===== src/rtl/kwdog_pkg.sv =====
package kwdog_pkg;
   localparam logic [7:0] OFF_COUNT = 8'h00;
   localparam logic [7:0] OFF_LOAD  = 8'h04;
   localparam logic [7:0] OFF_KICK  = 8'h08;
   localparam logic [7:0] OFF_CTRL  = 8'h0C;
   localparam logic [7:0] OFF_WIDTH = 8'h18;
   localparam logic [7:0] OFF_MASK  = 8'h1C;

   localparam logic [15:0] KICK_KEY = 16'h4755;
   localparam logic [7:0]  KEY_POL_HIGH = 8'hA5;
   localparam logic [7:0]  KEY_POL_LOW  = 8'h5A;
   localparam logic [7:0]  KEY_DRV_PP   = 8'hA8;
   localparam logic [7:0]  KEY_DRV_OD   = 8'h8A;

   localparam int CTRL_W    = 6;
   localparam int CB_EN     = 0;
   localparam int CB_SYSRST = 1;
   localparam int CB_USCLK  = 4;

   localparam logic [31:0] COUNT_RST = 32'h03EF1480;

   typedef enum logic [2:0] {
      SEL_NONE, SEL_COUNT, SEL_LOAD, SEL_KICK, SEL_CTRL, SEL_WIDTH, SEL_MASK
   } reg_sel_e;
endpackage


===== src/rtl/kwdog_tick.sv =====
module kwdog_tick #(
   parameter int PRESCALE = 24
) (
   input  logic clk,
   input  logic rst_n,
   output logic tick_o
);
   generate
      if (PRESCALE < 1) begin : g_bad
         $error("kwdog_tick: PRESCALE must be at least 1");
      end
      if (PRESCALE == 1) begin : g_pass
         assign tick_o = 1'b1;
      end else begin : g_div
         localparam int PS_W = $clog2(PRESCALE);
         localparam logic [PS_W-1:0] PH_LAST = PS_W'(PRESCALE - 1);
         logic [PS_W-1:0] ph;

         always_ff @(posedge clk or negedge rst_n) begin
            if (!rst_n)              ph <= '0;
            else if (ph == PH_LAST)  ph <= '0;
            else                     ph <= ph + 1'b1;
         end
         assign tick_o = (ph == PH_LAST);

         // ticks are never back to back when dividing
         a_r5_tick_spacing: assert property (@(posedge clk) disable iff (!rst_n)
            tick_o |=> !tick_o);
      end
   endgenerate
endmodule


===== src/rtl/kwdog_count.sv =====
module kwdog_count
   import kwdog_pkg::*;
#(
   parameter int          CNT_W   = 32,
   parameter logic [31:0] LOAD_RST = COUNT_RST
) (
   input  logic              clk,
   input  logic              rst_n,
   input  logic              us_tick,
   input  logic              load_we,
   input  logic              ctrl_we,
   input  logic              kick_we,
   input  logic [31:0]       wdata,
   input  logic              mem_rst_busy,
   output logic [CNT_W-1:0]  count_o,
   output logic [CNT_W-1:0]  load_o,
   output logic [CTRL_W-1:0] ctrl_o,
   output logic              expired_o,
   output logic              fire_o
);
   generate
      if (CNT_W < 16 || CNT_W > 32) begin : g_bad
         $error("kwdog_count: CNT_W must lie in 16..32");
      end
   endgenerate

   localparam logic [CNT_W-1:0] RST_VAL = CNT_W'(LOAD_RST);

   logic [CNT_W-1:0]  count_q, load_q;
   logic [CTRL_W-1:0] ctrl_q;
   logic              run_q, expired_q;
   logic              kick_ok, ctrl_chg, step, hit;

   assign kick_ok  = kick_we && (wdata[15:0] == KICK_KEY);
   assign ctrl_chg = ctrl_we && (wdata[CB_EN] != ctrl_q[CB_EN]);
   assign step     = ctrl_q[CB_USCLK] ? us_tick : 1'b1;
   assign hit      = run_q && step && (count_q == '0);

   always_ff @(posedge clk or negedge rst_n) begin
      if (!rst_n) begin
         count_q   <= RST_VAL;
         load_q    <= RST_VAL;
         ctrl_q    <= '0;
         run_q     <= 1'b0;
         expired_q <= 1'b0;
      end else begin
         if (load_we) load_q <= wdata[CNT_W-1:0];
         if (kick_ok) begin
            count_q   <= load_q;
            run_q     <= ctrl_q[CB_EN];
            expired_q <= 1'b0;
         end else if (ctrl_chg) begin
            ctrl_q <= wdata[CTRL_W-1:0];
            run_q  <= wdata[CB_EN];
            if (wdata[CB_EN]) count_q <= load_q;
         end else if (run_q && step) begin
            if (count_q == '0) begin
               run_q <= 1'b0;
               if (mem_rst_busy)            ctrl_q    <= '0;
               else if (!ctrl_q[CB_SYSRST]) expired_q <= 1'b1;
            end else begin
               count_q <= count_q - 1'b1;
            end
         end
      end
   end

   assign fire_o    = hit && !kick_ok && !ctrl_chg && !mem_rst_busy && ctrl_q[CB_SYSRST];
   assign count_o   = count_q;
   assign load_o    = load_q;
   assign ctrl_o    = ctrl_q;
   assign expired_o = expired_q;

   // a keyed restart reloads the counter
   a_r3_kick_loads: assert property (@(posedge clk) disable iff (!rst_n)
      kick_ok |=> count_q == $past(load_q));
   // control writes that keep the enable bit are dropped
   a_r4_same_enable: assert property (@(posedge clk) disable iff (!rst_n)
      (ctrl_we && !kick_ok && wdata[CB_EN] == ctrl_q[CB_EN]) |=> $stable(ctrl_q));
   // an expiry stops the counter
   a_r6_expiry_stops: assert property (@(posedge clk) disable iff (!rst_n)
      (hit && !kick_ok && !ctrl_chg) |=> !run_q);
   // memory-reset veto clears control
   a_r9_veto_clears: assert property (@(posedge clk) disable iff (!rst_n)
      (hit && mem_rst_busy && !kick_ok && !ctrl_chg) |=> ctrl_q == '0);
   // the flag only rises when no system reset was selected
   a_r10_flag_source: assert property (@(posedge clk) disable iff (!rst_n)
      $rose(expired_q) |-> !ctrl_q[CB_SYSRST]);
endmodule


===== src/rtl/kwdog_pulse.sv =====
module kwdog_pulse #(
   parameter int PW_W = 20
) (
   input  logic            clk,
   input  logic            rst_n,
   input  logic            us_tick,
   input  logic            fire,
   input  logic [PW_W-1:0] width,
   input  logic            act_high,
   input  logic            push_pull,
   output logic            pin_o,
   output logic            pin_oe
);
   logic [PW_W-1:0] rem_q;
   logic            active, level;

   always_ff @(posedge clk or negedge rst_n) begin
      if (!rst_n)                      rem_q <= '0;
      else if (fire)                   rem_q <= (width == '0) ? PW_W'(1) : width;
      else if (active && us_tick)      rem_q <= rem_q - 1'b1;
   end

   assign active = (rem_q != '0);
   assign level  = active ? act_high : !act_high;
   assign pin_o  = push_pull ? level : 1'b0;
   assign pin_oe = push_pull ? 1'b1  : !level;

   // a fire request always produces a pulse on the next cycle
   a_r6_pulse_starts: assert property (@(posedge clk) disable iff (!rst_n)
      fire |=> active);
   // push-pull always drives, open drain never drives high
   a_r8_push_pull_drives: assert property (@(posedge clk) disable iff (!rst_n)
      push_pull |-> pin_oe);
   a_r8_open_drain_low: assert property (@(posedge clk) disable iff (!rst_n)
      !push_pull |-> !pin_o);
endmodule


===== src/rtl/kwdog.sv =====
module kwdog
   import kwdog_pkg::*;
#(
   parameter int ADDR_W   = 5,
   parameter int CNT_W    = 32,
   parameter int PW_W     = 20,
   parameter int PRESCALE = 24
) (
   input  logic              clk,
   input  logic              rst_n,
   input  logic              bus_we,
   input  logic [ADDR_W-1:0] bus_addr,
   input  logic [31:0]       bus_wdata,
   output logic [31:0]       bus_rdata,
   input  logic              mem_rst_busy,
   output logic              wdt_expired,
   output logic              rst_pin_o,
   output logic              rst_pin_oe
);
   generate
      if (ADDR_W < 5 || ADDR_W > 16) begin : g_bad_addr
         $error("kwdog: ADDR_W must lie in 5..16");
      end
      if (PW_W < 8 || PW_W > 24) begin : g_bad_pw
         $error("kwdog: PW_W must lie in 8..24");
      end
   endgenerate

   localparam int WI_W = ADDR_W - 2;
   localparam logic [ADDR_W-1:0] A_COUNT = ADDR_W'(OFF_COUNT);
   localparam logic [ADDR_W-1:0] A_LOAD  = ADDR_W'(OFF_LOAD);
   localparam logic [ADDR_W-1:0] A_KICK  = ADDR_W'(OFF_KICK);
   localparam logic [ADDR_W-1:0] A_CTRL  = ADDR_W'(OFF_CTRL);
   localparam logic [ADDR_W-1:0] A_WIDTH = ADDR_W'(OFF_WIDTH);
   localparam logic [ADDR_W-1:0] A_MASK  = ADDR_W'(OFF_MASK);

   reg_sel_e        sel;
   logic [WI_W-1:0] widx;

   assign widx = bus_addr[ADDR_W-1:2];

   always_comb begin
      if      (widx == A_COUNT[ADDR_W-1:2]) sel = SEL_COUNT;
      else if (widx == A_LOAD[ADDR_W-1:2])  sel = SEL_LOAD;
      else if (widx == A_KICK[ADDR_W-1:2])  sel = SEL_KICK;
      else if (widx == A_CTRL[ADDR_W-1:2])  sel = SEL_CTRL;
      else if (widx == A_WIDTH[ADDR_W-1:2]) sel = SEL_WIDTH;
      else if (widx == A_MASK[ADDR_W-1:2])  sel = SEL_MASK;
      else                                  sel = SEL_NONE;
   end

   logic              us_tick, fire;
   logic [CNT_W-1:0]  count_v, load_v;
   logic [CTRL_W-1:0] ctrl_v;
   logic [PW_W-1:0]   width_q;
   logic              pol_high_q, push_pull_q;
   logic [31:0]       mask_q;

   kwdog_tick #(.PRESCALE(PRESCALE)) u_tick (
      .clk(clk), .rst_n(rst_n), .tick_o(us_tick)
   );

   kwdog_count #(.CNT_W(CNT_W)) u_count (
      .clk(clk), .rst_n(rst_n), .us_tick(us_tick),
      .load_we(bus_we && sel == SEL_LOAD),
      .ctrl_we(bus_we && sel == SEL_CTRL),
      .kick_we(bus_we && sel == SEL_KICK),
      .wdata(bus_wdata), .mem_rst_busy(mem_rst_busy),
      .count_o(count_v), .load_o(load_v), .ctrl_o(ctrl_v),
      .expired_o(wdt_expired), .fire_o(fire)
   );

   always_ff @(posedge clk or negedge rst_n) begin
      if (!rst_n) begin
         width_q     <= PW_W'(8'hFF);
         pol_high_q  <= 1'b0;
         push_pull_q <= 1'b0;
         mask_q      <= '0;
      end else if (bus_we) begin
         if (sel == SEL_WIDTH) begin
            width_q <= bus_wdata[PW_W-1:0];
            case (bus_wdata[31:24])
               KEY_POL_HIGH: pol_high_q  <= 1'b1;
               KEY_POL_LOW:  pol_high_q  <= 1'b0;
               KEY_DRV_PP:   push_pull_q <= 1'b1;
               KEY_DRV_OD:   push_pull_q <= 1'b0;
               default: ;
            endcase
         end
         if (sel == SEL_MASK) mask_q <= bus_wdata;
      end
   end

   kwdog_pulse #(.PW_W(PW_W)) u_pulse (
      .clk(clk), .rst_n(rst_n), .us_tick(us_tick), .fire(fire),
      .width(width_q), .act_high(pol_high_q), .push_pull(push_pull_q),
      .pin_o(rst_pin_o), .pin_oe(rst_pin_oe)
   );

   always_comb begin
      unique case (sel)
         SEL_COUNT: bus_rdata = 32'(count_v);
         SEL_LOAD:  bus_rdata = 32'(load_v);
         SEL_CTRL:  bus_rdata = 32'(ctrl_v);
         SEL_WIDTH: bus_rdata = {pol_high_q, push_pull_q, (30 - PW_W)'(0), width_q};
         SEL_MASK:  bus_rdata = mask_q;
         default:   bus_rdata = '0;
      endcase
   end

   // an unkeyed width write keeps polarity and drive
   a_r7_unkeyed_keeps: assert property (@(posedge clk) disable iff (!rst_n)
      (bus_we && sel == SEL_WIDTH && bus_wdata[31:24] != KEY_POL_HIGH &&
       bus_wdata[31:24] != KEY_POL_LOW && bus_wdata[31:24] != KEY_DRV_PP &&
       bus_wdata[31:24] != KEY_DRV_OD) |=> ($stable(pol_high_q) && $stable(push_pull_q)));
   // the restart offset never returns data
   a_r2_kick_reads_zero: assert property (@(posedge clk) disable iff (!rst_n)
      (sel == SEL_KICK) |-> bus_rdata == 32'h0);
endmodule


===== config.mk =====
export PLATFORM = sky130hd
export DESIGN_NAME = kwdog
export DESIGN_NICKNAME = d
export VERILOG_FILES = /design/src/rtl/kwdog_pkg.sv /design/src/rtl/kwdog_tick.sv /design/src/rtl/kwdog_count.sv /design/src/rtl/kwdog_pulse.sv /design/src/rtl/kwdog.sv
export SDC_FILE = /design/constraint.sdc
export NUM_CORES = 1
export LEC_CHECK = 0
export ABC_CLOCK_PERIOD_IN_PS = 6200
export BUFFER_PORTS_ARGS = -buffer_cell sky130_fd_sc_hd__buf_4
export CORE_ASPECT_RATIO = 0.7
export CORE_MARGIN = 3
export CORE_UTILIZATION = 60
export DETAILED_ROUTE_END_ITERATION = 10
export GPL_TIMING_DRIVEN = 0
export HOLD_SLACK_MARGIN = 0.06
export PLACE_DENSITY = 0.78
export SYNTH_ARGS = -nofsm -noshare
export SYNTH_HDL_FRONTEND = slang
export SYNTH_SLANG_ARGS = --single-unit

===== constraint.sdc =====
create_clock -name clk -period 6.2 [get_ports clk]
set_input_delay 0.31 -clock clk [delete_from_list [all_inputs] [get_ports clk]]
set_output_delay 0.31 -clock clk [all_outputs]
set_load 0.03 [all_outputs]

==> impl_results.md <==
* Avg Cell Area, Syn at between 10 and 15 um^2
* Post-route ant nets at 0
* Hold WC Path Type: input port to flip-flop
* Skew final at 0.0129 ns
* HPWL after detailed placement at around 21 mm
* # fillers at roughly 970
* CTS resizes at 0
* CP Launch Type: flip-flop
* Worst-Margin Slew at between 1 and 1.5 ns
* Max H-tree Level at 4
* Max-cap violations at 0
* Grt ovf at 0
* CP Class: flip-flop to flip-flop
* Final critical-path share of the clock period at between 50% and 60%
* CP Cell Sequence: ha_1 -> nand4b_1 -> a21o_1 -> a311oi_1 -> nand2_1 -> nor2_1 -> a31oi_1
* Multi-input gate area at about 0.0043 mm^2
* CP endpoint kind: flip-flop
* Synth Register Bits at between 150 and 200
* Setup slack after layout at roughly 2.6 ns
* Fin. Hold Viols at 0
* Arr. time, crit path at 3.85 ns
* Vias in the first global route at 7549
* Routability Congestion at between 0.9 and 1
* Tmin final at approximately 3.6 ns
* RR Endpoint: u_count.count_o[15]$_DFFE_PN0P_
* Leakage at 0.00392 uW
* RSZ-0062 raised after global routing: no
* I/O pin total at 76
* Post-layout util at 72.9%
* Yosys cell types at 73
* Worst Reg-to-Reg Cells at 7
* DR vias at between 7000 and 8000
* Drt first pass iters at 8
* Post-synth EDFFs at 0
* Worst Path Buf+Inv at 0
* Outcome: completed
* Initial core utilization at slightly above 60%
* Core Area at 0.0134 mm^2
* Post-synth top cells: dfrtp_1 (119), mux2_2 (90), nand2_1 (74)
* Largest net degree at the start of global routing at 86
* Synth warn at 0
* Top cell type's share of synthesized area at between 30% and 40%
* Nets at around 930
* Sinks on Clock Net at about 150
* DRT iter0 DRCs at approximately 1200
* CTS tree: done
* Worst Setup SP: u_tick.g_div.ph[0]$_DFF_PN0_
* Achievable Freq at roughly 0.28 GHz
* Largest delay share family, worst path: compound AO/OA/AOI/OAI gates
* Req. time, crit path at 6.49 ns
* Main synth FF type: dfrtp_1
* Worst r2r src: u_tick.g_div.ph[0]$_DFF_PN0_
* FFs w/ async S/R, synth at 100%
* Hold depth at 2
* Worst-path clk slew at about 0.070 ns
* Post-Syn Instances at ~800
* WL/cell at about 26 um
* Seq/Total Area, Yosys at 45.9%
* Post-synth top area cell: dfrtp_1
* Pwr/cell area at between 300 and 400 mW/mm^2
* CTS Buffer Depth at 2
* CTS Root Buffer Type: clkbuf_16
* Top post-synthesis cells by area: dfrtp_1 (36%), mux2_2 (12%), dfstp_2 (10%)
* Worst Hold Launch: bus_wdata[20]
* Slew HR at around a fifth
* Register Area at roughly 0.0038 mm^2
* Fin Setup TNS at 0 ns
* Slew Limit Fails at 0
* Pre-CTS WS at 2.92 ns
* Die Y at around 100 um
* DRC viols at 0
* PnR Total Power at around 3500 uW
* Insertion delay to the later sink of the worst-skew pair at around 0.43 ns
* Final setup violating endpoints at 0
* First-pass GRT wire length at about 44 mm
* CP max stage delay at roughly 0.94 ns
* Max FO, Critical Path at 7
* Vias per cell at 7.02
* Diodes inserted at 0
* Die footprint at between 0.015 and 0.02 mm^2
* Worst VDD drop at ~0.00026 V
* Worst R2R Setup Slack at between 2 and 3 ns
* Crit-path slowest cell: a311oi_1
* Hold_ws at about 0.13 ns
* Number of placement rows at 35
* Final WL at ~28 mm
* Synth-to-layout area growth at 16.9%
* Worst hold endpoint: u_count.load_o[20]$_DFFE_PN0P_
* Fraction of layout cells with a size suffix above 1 at ~28%
* Post-CTS Setup Inserts at 0
* CTS Buf Count at 17
* Initial antenna violation count at 0
* Tot GR Track Use at a little under two fifths
* Die W at 147 um
* Synthesized area at around 0.0083 mm^2
* Hold buffers post-CTS at 1
* Top-count cell post-synth: dfrtp_1
* Port Buf Inserts at 73
* Syn_nets at 840
kinds of logic (layout without fill, tap and decap cells):
group | Yosys count | after routing | synth area share, %
DFF | 151 | 151 | 45.9
buffers and inverters | 52 | 159 | 2.60
xor gates and xnor gates | 21 | 21 | 2.21
AOI/OAI and AO/OA | 181 | 181 | 15.0
and+or+nand+nor | 258 | 258 | 16.8
muxes | 130 | 130 | 17.1
adders and majority gates | 3 | 3 | 0.451
flip-flops by register name, indices dropped and copies added, names as in the netlist:
register and count:
mask_q 32, pol_high_q 1, push_pull_q 1, u_count.count_o 32
u_count.ctrl_o 6, u_count.expired_o 1, u_count.load_o 32, u_count.run_q 1
u_pulse.rem_q 20, u_tick.g_div.ph 5, width_q 20
placed cells by master (no fill, tap or decap), types with 9 or more instances in the layout:
master | synthesis | final
dfrtp_1 | 119 | 119
mux2_2 | 90 | 90
nand2_1 | 74 | 74
buf_4 | 0 | 72
o21ai_0 | 51 | 51
nor2_1 | 47 | 47
mux2i_1 | 38 | 38
dfstp_2 | 32 | 32
clkbuf_1 | 28 | 28
a21oi_1 | 24 | 24
nor3_1 | 21 | 21
nand3_1 | 17 | 17
clkbuf_16 | 0 | 17
o22ai_1 | 14 | 14
nor4_1 | 13 | 13
a22o_1 | 12 | 12
a211oi_1 | 12 | 12
xor2_1 | 12 | 12
inv_1 | 10 | 10
or3_1 | 10 | 10
o211ai_1 | 10 | 10
nand2b_1 | 9 | 9
xnor2_1 | 9 | 9
layer usage:
metal / wire length, um / global-route usage [%] / vias up
li1: - / - / 3184
met2: 11600 / 51.1 / 609
met5: 0 / 0 / -
met3: 4270 / 12.8 / 75
met4: 533 / 9.60 / 0
met1: 11900 / 56.1 / 3770
worst max-delay path by stage:
stage | endpoint | slack, ns | cells after the start
6_report | u_count.count_o[15]$_DFFE_PN0P_ | 2.64 | 7
5_1_grt | u_count.count_o[13]$_DFFE_PN0P_ | 2.69 | 7
4_1_cts | u_count.count_o[15]$_DFFE_PN0P_ | 2.89 | 7
3_5_place_dp | u_count.count_o[15]$_DFFE_PN0P_ | 2.92 | 7
3_3_place_gp | u_count.count_o[13]$_DFFE_PN0P_ | 2.89 | 7
2_1_floorplan | bus_rdata[12] | 3.77 | 5
worst reg2reg max path, stage by stage (launching register included):
cell and delay (ns):
dfrtp_1 0.37, ha_1 0.25, nand4b_1 0.49, a21o_1 0.38, a311oi_1 0.95, nand2_1 0.50
nor2_1 0.35, a31oi_1 0.14
area by class of cell:
cell class,instances,area share [%]
multi-input combinational,593,44.1
sequential,151,39.2
timing repair buffer,75,6.05
clock buffer,19,4.65
tap,185,2.38
buffer,42,1.84
clock inverter,13,1.39
inverter,10,0.386
per-stage QoR:
stage          cells  cell area, um^2
2_1_floorplan    796             8330
3_3_place_gp    1054             9110
3_5_place_dp    1055             9140
4_1_cts         1088             9740
5_1_grt         1088             9740
6_report        1088             9740
where the power goes:
group	leakage (uW)	total (uW)	switching [uW]	internal (uW)
Combinational	0.00189	906	527	379
Sequential	0.00175	1510	271	1240
Clock	0.000277	1060	472	587
Power figures use the tool's default switching activity.
